==> src/rtl/cond_alu_pkg.sv <==
package cond_alu_pkg;

    localparam int FLAG_W = 4;

    typedef enum logic [3:0] {
        OP_AND = 4'h0, OP_EOR = 4'h1, OP_SUB = 4'h2, OP_RSB = 4'h3,
        OP_ADD = 4'h4, OP_ADC = 4'h5, OP_SBC = 4'h6, OP_RSC = 4'h7,
        OP_TST = 4'h8, OP_TEQ = 4'h9, OP_CMP = 4'hA, OP_CMN = 4'hB,
        OP_ORR = 4'hC, OP_MOV = 4'hD, OP_BIC = 4'hE, OP_MVN = 4'hF
    } alu_op_e;

    typedef enum logic [3:0] {
        CC_EQ = 4'h0, CC_NE = 4'h1, CC_CS = 4'h2, CC_CC = 4'h3,
        CC_MI = 4'h4, CC_PL = 4'h5, CC_VS = 4'h6, CC_VC = 4'h7,
        CC_HI = 4'h8, CC_LS = 4'h9, CC_GE = 4'hA, CC_LT = 4'hB,
        CC_GT = 4'hC, CC_LE = 4'hD, CC_AL = 4'hE, CC_NV = 4'hF
    } cond_e;

    typedef struct packed {
        logic n;
        logic z;
        logic c;
        logic v;
    } nzcv_t;

    // Comparison and test codes occupy 8..B
    function automatic logic op_is_compare(alu_op_e op);
        return op[3:2] == 2'b10;
    endfunction

    function automatic logic op_is_logical(alu_op_e op);
        case (op)
            OP_AND, OP_EOR, OP_TST, OP_TEQ,
            OP_ORR, OP_MOV, OP_BIC, OP_MVN: return 1'b1;
            default:                        return 1'b0;
        endcase
    endfunction

endpackage

==> src/rtl/cond_alu_gate.sv <==
module cond_alu_gate
    import cond_alu_pkg::*;
(
    input  cond_e cond,
    input  nzcv_t fl,
    output logic  pass
);
    always_comb begin
        case (cond)
            CC_EQ:   pass = fl.z;
            CC_NE:   pass = !fl.z;
            CC_CS:   pass = fl.c;
            CC_CC:   pass = !fl.c;
            CC_MI:   pass = fl.n;
            CC_PL:   pass = !fl.n;
            CC_VS:   pass = fl.v;
            CC_VC:   pass = !fl.v;
            CC_HI:   pass = fl.c && !fl.z;
            CC_LS:   pass = !fl.c || fl.z;
            CC_GE:   pass = (fl.n == fl.v);
            CC_LT:   pass = (fl.n != fl.v);
            CC_GT:   pass = !fl.z && (fl.n == fl.v);
            CC_LE:   pass = fl.z || (fl.n != fl.v);
            CC_AL:   pass = 1'b1;
            default: pass = 1'b0;
        endcase
    end
endmodule

==> src/rtl/cond_alu_core.sv <==
module cond_alu_core
    import cond_alu_pkg::*;
#(
    parameter int DW = 32
) (
    input  alu_op_e       op,
    input  logic [DW-1:0] rn,
    input  logic [DW-1:0] op2,
    input  logic          c_in,
    output logic [DW-1:0] result,
    output logic          add_c,
    output logic          add_v
);
    localparam int SW = DW + 1;

    logic [DW-1:0] ax, ay;
    logic          aci;
    logic [SW-1:0] sum;
    logic [DW-1:0] logic_res;

    // One shared adder; subtractions invert one operand and supply carry-in
    always_comb begin
        ax  = rn;
        ay  = op2;
        aci = 1'b0;
        case (op)
            OP_SUB, OP_CMP: begin ax = rn;  ay = ~op2; aci = 1'b1; end
            OP_RSB:         begin ax = op2; ay = ~rn;  aci = 1'b1; end
            OP_ADC:         begin ax = rn;  ay = op2;  aci = c_in; end
            OP_SBC:         begin ax = rn;  ay = ~op2; aci = c_in; end
            OP_RSC:         begin ax = op2; ay = ~rn;  aci = c_in; end
            default:        begin ax = rn;  ay = op2;  aci = 1'b0; end
        endcase
    end

    assign sum   = {1'b0, ax} + {1'b0, ay} + {{DW{1'b0}}, aci};
    assign add_c = sum[DW];
    assign add_v = (ax[DW-1] == ay[DW-1]) && (sum[DW-1] != ax[DW-1]);

    always_comb begin
        case (op)
            OP_AND, OP_TST: logic_res = rn & op2;
            OP_EOR, OP_TEQ: logic_res = rn ^ op2;
            OP_ORR:         logic_res = rn | op2;
            OP_MOV:         logic_res = op2;
            OP_BIC:         logic_res = rn & ~op2;
            default:        logic_res = ~op2;
        endcase
    end

    assign result = op_is_logical(op) ? logic_res : sum[DW-1:0];
endmodule

==> src/rtl/cond_alu_flags.sv <==
module cond_alu_flags
    import cond_alu_pkg::*;
#(
    parameter int DW = 32
) (
    input  alu_op_e       op,
    input  logic [DW-1:0] result,
    input  logic          add_c,
    input  logic          add_v,
    input  logic          shc,
    input  nzcv_t         old_fl,
    output nzcv_t         new_fl
);
    always_comb begin
        new_fl.n = result[DW-1];
        new_fl.z = (result == '0);
        if (op_is_logical(op)) begin
            new_fl.c = shc;
            new_fl.v = old_fl.v;
        end else begin
            new_fl.c = add_c;
            new_fl.v = add_v;
        end
    end
endmodule

==> src/rtl/cond_alu.sv <==
module cond_alu
    import cond_alu_pkg::*;
#(
    parameter int DW = 32
) (
    input  logic          clk,
    input  logic          rst,
    input  logic [3:0]    cond_i,
    input  logic [3:0]    op_i,
    input  logic          setf_i,
    input  logic [DW-1:0] rn_i,
    input  logic [DW-1:0] op2_i,
    input  logic          shc_i,
    input  logic [3:0]    flags_i,
    output logic [DW-1:0] res_o,
    output logic          wr_en_o,
    output logic [3:0]    flags_o,
    output logic          flag_wr_o
);
    alu_op_e       op;
    nzcv_t         cur_fl, new_fl;
    logic          cond_pass, is_cmp, is_logic;
    logic [DW-1:0] result;
    logic          add_c, add_v;
    logic          wr_d, fw_d;
    nzcv_t         fl_d;

    assign op       = alu_op_e'(op_i);
    assign cur_fl   = nzcv_t'(flags_i);
    assign is_cmp   = op_is_compare(op);
    assign is_logic = op_is_logical(op);

    cond_alu_gate u_gate (
        .cond (cond_e'(cond_i)),
        .fl   (cur_fl),
        .pass (cond_pass)
    );

    cond_alu_core #(.DW(DW)) u_core (
        .op     (op),
        .rn     (rn_i),
        .op2    (op2_i),
        .c_in   (cur_fl.c),
        .result (result),
        .add_c  (add_c),
        .add_v  (add_v)
    );

    cond_alu_flags #(.DW(DW)) u_flags (
        .op     (op),
        .result (result),
        .add_c  (add_c),
        .add_v  (add_v),
        .shc    (shc_i),
        .old_fl (cur_fl),
        .new_fl (new_fl)
    );

    assign wr_d = cond_pass && !is_cmp;
    assign fw_d = cond_pass && (setf_i || is_cmp);
    assign fl_d = fw_d ? new_fl : cur_fl;

    always_ff @(posedge clk) begin
        if (rst) begin
            res_o     <= '0;
            wr_en_o   <= 1'b0;
            flags_o   <= '0;
            flag_wr_o <= 1'b0;
        end else begin
            res_o     <= result;
            wr_en_o   <= wr_d;
            flags_o   <= fl_d;
            flag_wr_o <= fw_d;
        end
    end

    a_r3_cmp_no_write: assert property (@(posedge clk) disable iff (rst)
        is_cmp |=> !wr_en_o);

    a_r6_never_cond: assert property (@(posedge clk) disable iff (rst)
        (cond_i == 4'hF) |=> (!wr_en_o && !flag_wr_o));

    a_r7_fail_holds: assert property (@(posedge clk) disable iff (rst)
        !cond_pass |=> (!wr_en_o && !flag_wr_o && flags_o == $past(flags_i)));

    a_r8_no_setf: assert property (@(posedge clk) disable iff (rst)
        (!setf_i && !is_cmp) |=> (!flag_wr_o && flags_o == $past(flags_i)));

    a_r9_logic_v_kept: assert property (@(posedge clk) disable iff (rst)
        is_logic |=> (flags_o[0] == $past(flags_i[0])));

    a_r10_nz_track: assert property (@(posedge clk) disable iff (rst)
        flag_wr_o |-> (flags_o[3] == res_o[DW-1] && flags_o[2] == (res_o == '0)));

endmodule

==> config.mk <==
export PLATFORM = sky130hd
export DESIGN_NAME = cond_alu
export DESIGN_NICKNAME = d
export VERILOG_FILES = /design/src/rtl/cond_alu_pkg.sv /design/src/rtl/cond_alu_gate.sv /design/src/rtl/cond_alu_core.sv /design/src/rtl/cond_alu_flags.sv /design/src/rtl/cond_alu.sv
export SDC_FILE = /design/constraint.sdc
export NUM_CORES = 1
export LEC_CHECK = 0
export BUFFER_PORTS_ARGS = -buffer_cell sky130_fd_sc_hd__clkbuf_2
export CORE_ASPECT_RATIO = 1.25
export CORE_MARGIN = 10
export CORE_UTILIZATION = 24
export CTS_CLUSTER_SIZE = 10
export DETAILED_ROUTE_END_ITERATION = 12
export MAX_ROUTING_LAYER = met4
export SYNTH_ARGS = -nofsm -noshare
export SYNTH_HDL_FRONTEND = slang
export SYNTH_SLANG_ARGS = --single-unit
==> constraint.sdc <==
create_clock -name clk -period 8.25 [get_ports clk]
set_input_delay 0 -clock clk [delete_from_list [all_inputs] [get_ports clk]]
set_output_delay 0 -clock clk [all_outputs]
set_load 0.01 [all_outputs]
==> flow_metrics.py <==
metrics = {
    "layout": {
        "fin_nets": 1226,
        "drive_gt1_share_pct": 15.0,
        "area_growth_pct": 16.5,
        "antennaDiodeCount": 0,
    },
    "worst_setup_path": {
        "cp.required_ns": 8.46,
        "cpMaxStageDelayCell": "or3_2",
        "end_kind": "flip-flop",
        "cpLargestDelayFamily": "compound AO/OA/AOI/OAI gates",
        "critPathKind": "in2reg",
        "critPathMaxStageDelay_ns": 0.54,
        "path_cells": "clkbuf_2, buf_4, inv_1, or3_2, buf_4, a21oi_1, fa_1, inv_1, fa_1, a21o_1, a21oi_1, xnor2_1, a221oi_1, nand3_1, a2111oi_2, nand4_1, nor4_1, nand4_1, o31ai_2",
        "cp_max_fo": 96,
        "arrival_ns": 5.44,
        "cp-start-kind": "primary input",
        "cp_num_buf_inv": 5,
    },
    "synthesis": {
        "syn_inst": 1012,
        "synthAdderAreaFrac_pct": 12.8,
        "yosysUniqueCellTypes": 71,
        "synth-main-ff-cell": "dfxtp_1",
        "synth-compound-area-share_pct": 34.8,
        "synth_top_family_by_area": "compound AO/OA/AOI/OAI gates",
        "async_reset_ff_share_pct": 0,
        "synth_nets": 1157,
        "yosysWarnings": 0,
        "synth_area_per_cell_sq_um": 6.40,
        "yosys_register_bits": 38,
        "synth_edf_count": 0,
        "ys_seq_area_share_pct": 11.7,
        "synth_mux_area_share_pct": 1.45,
        "netlist_area_sq_mm": 0.00648,
        "synth_xor_area_share_pct": 5.41,
        "synthSimpleGateAreaFrac_pct": 24.5,
    },
    "sta": {
        "setup_viol": 0,
        "tightest_slew_ns": 0.895,
        "max_freq_mhz": 191,
        "slew_headroom_pct": 39.7,
        "tns_ns": 0,
        "final_hold_viol_count": 0,
        "slew_violations": 0,
        "fin_ws_ns": 3.02,
        "rsz0062_at_grt": "false",
        "min_period_ns": 5.23,
        "fin_crit_sh_pct": 63.4,
    },
    "floorplan": {
        "core_area_sq_mm": 0.0267,
        "initial_core_util_pct": 24.2,
        "rows": 67,
        "io_pins": 118,
        "die_w_microns": 167,
        "die_area_sq_mm": 0.0340,
        "fp.dieH_microns": 204,
    },
    "route": {
        "firstDrtPassIters": 7,
        "routed.top_layer": "met4",
        "wl_met2_mm": 13.2,
        "ant_nets": 0,
        "drt_iter0_markers": 726,
        "wl_met3_mm": 2.23,
        "detail_route.vias_per_cell": 5.48,
        "wl_per_cell_microns": 19.4,
        "vias": 7827,
        "drt_wl_total_mm": 27.7,
        "drc": 0,
        "met1_length_mm": 11.2,
    },
    "clock_network": {
        "htree_levels": 2,
        "cts_sinks": 38,
        "clock_path_buffers": 2,
        "cts-root-buf": "clkbuf_16",
        "cts_buffers": 5,
        "cts_tree": "yes",
        "path_clk_slew_ns": 0.06,
    },
    "place": {
        "dpl_worst_slack_ns": 2.83,
        "gp_congestion": 0.921,
        "hpwl_mm": 20.9,
        "port_buffers": 117,
    },
    "global_route": {
        "first_global_vias": 7481,
        "grt_max_degree": 97,
        "grt_pass1_wl_mm": 42.6,
        "grtUsageTotal_pct": 16.0,
        "overflow": 0,
        "antenna_found_initial": 0,
    },
    "run": {
        "max-cap-violations": 0,
    },
    "worst_hold_path": {
        "hold_class": "in2reg",
        "whs_path_depth": 3,
        "hold_end": "flags_o[2]$_SDFF_PP0_",
        "min-delay-start": "flags_i[2]",
    },
    "power": {
        "leakage_nw": 3.45,
        "ir_worst_vdd_mv": 0.103,
        "power.density_mw_per_mm2": 145,
    },
    "status": {
        "status": "complete, no violations",
    },
}
[worst max-delay path by stage]
stage               startpoint                     to  slack, ns  depth (start not counted)
global route           op_i[0]  flags_o[2]$_SDFF_PP0_       2.67                         19
detailed placement     op_i[0]  flags_o[2]$_SDFF_PP0_       2.83                         19
floorplan              op_i[0]  flags_o[2]$_SDFF_PP0_       3.61                         21
global placement       op_i[0]  flags_o[2]$_SDFF_PP0_       2.93                         19
CTS                    op_i[0]  flags_o[2]$_SDFF_PP0_       3.11                         19
finish                 op_i[0]  flags_o[2]$_SDFF_PP0_       3.02                         19
[power breakdown]
| part | total [W] | internal, W | switching, W |
|---|---|---|---|
| logic | 0.000610 | 0.000228 | 0.000382 |
| clock network | 0.000270 | 0.000182 | 0.0000880 |
| registers | 0.000218 | 0.000211 | 0.00000700 |
| total | 0.00110 | 0.000620 | 0.000477 |
[tightest hold or removal path: cells and delay by family]
kind            cells  cell delay, ns
buf+inv             1            0.14
simple gates        1            0.11
compound gates      1            0.07
[layout by cell type (no fill, tap or decap), drive strengths merged, types with 22 or more instances in the layout]
master  Yosys  layout
inv        78      78
nor3       27      27
a21oi      87      87
dfxtp      38      38
ha         63      63
o21ai     147     147
nand2     120     120
nor2       96      96
clkbuf     48     123
nand3      22      22
[routing by layer]
metal	vias to the layer above	GRT usage [%]
met5	-	-
li1	3768	-
met2	346	26.7
met1	3668	18.4
met3	45	2.79
met4	0	7.29
[cells in the mapped netlist (3+ instances only)]
cell type    n  area [sq um]
a311oi_1     3          26.3
ha_1        63           788
inv_1       78           293
buf_1        4          15.0
and4b_1      3          30.0
buf_2       15          75.1
dfxtp_1     38           761
a2111oi_0    3          26.3
o211ai_1     5          37.5
and2_1       3          18.8
and3_1       7          43.8
nor2b_1     18           113
a221oi_1    18           158
mux2_2       3          33.8
nand3_1     22           110
or2_2        4          25.0
nand2_1    120           450
mux2i_1      6          60.1
nor3b_1      4          30.0
nand3b_1     4          30.0
nor3_1      27           135
o21ai_0    146           731
xnor2_1     21           184
nand2b_1     5          31.3
o21bai_1     4          30.0
nand4_1     13          81.3
and4_1       3          26.3
o21a_1       8          60.1
a22oi_1      7          52.6
nor2_1      96           360
o22ai_1     12          75.1
o31ai_1      3          22.5
clkbuf_1    47           176
a211oi_1     6          45.0
or3_1        4          25.0
buf_4        4          30.0
a21oi_1     86           430
xor2_1      19           166
o2111ai_1    5          43.8
a21o_1      15           113
a31oi_1     12          75.1
nor4_1       4          25.0
a211o_1      7          61.3
[stage by stage]
stage / std cells / hold slack (ns) / instance area [sq um] / utilization, % / power, W
finish: 1427 / 0.0621 / 7540 / 28.2 / 0.00110
global route: 1427 / 0.0847 / 7540 / 28.2 / 0.00118
CTS: 1427 / 0.0449 / 7540 / 28.2 / 0.00110
detailed placement: 1418 / 0.302 / 7330 / 27.4 / 0.000824
global placement: 1418 / 0.290 / 7330 / 27.4 / 0.000818
floorplan: 1012 / 0.136 / 6480 / - / 0.000625
[logic make-up after synthesis]
| logic type | count (synthesis) |
|---|---|
| adder cells (fa/ha/maj) | 65 |
| XOR/XNOR | 40 |
| AO/OA/AOI/OAI | 367 |
| AND/OR/NAND/NOR | 343 |
| buffers and inverters | 150 |
| flip-flops | 38 |
| multiplexers | 9 |
[timing repair]
item,CTS,global route
endpoints found under the hold margin,1,0
hold buffers,1,0
setup buffers,0,0
gates resized for setup,0,0
[registers in the layout (all words and copies together), names as in the netlist]
name       count
flags_o        4
res_o         32
wr_en_o        1
flag_wr_o      1
[layout make-up]
cell class	instances	area (sq um)
clock buffers	6	139
clock inverters	2	60.1
well taps	345	432
flip-flops and latches	38	761
multi-input cells	824	5140
inverters	78	293
repair buffers	134	716
fillers	3033	19200
(Power assumes the default switching activity.)
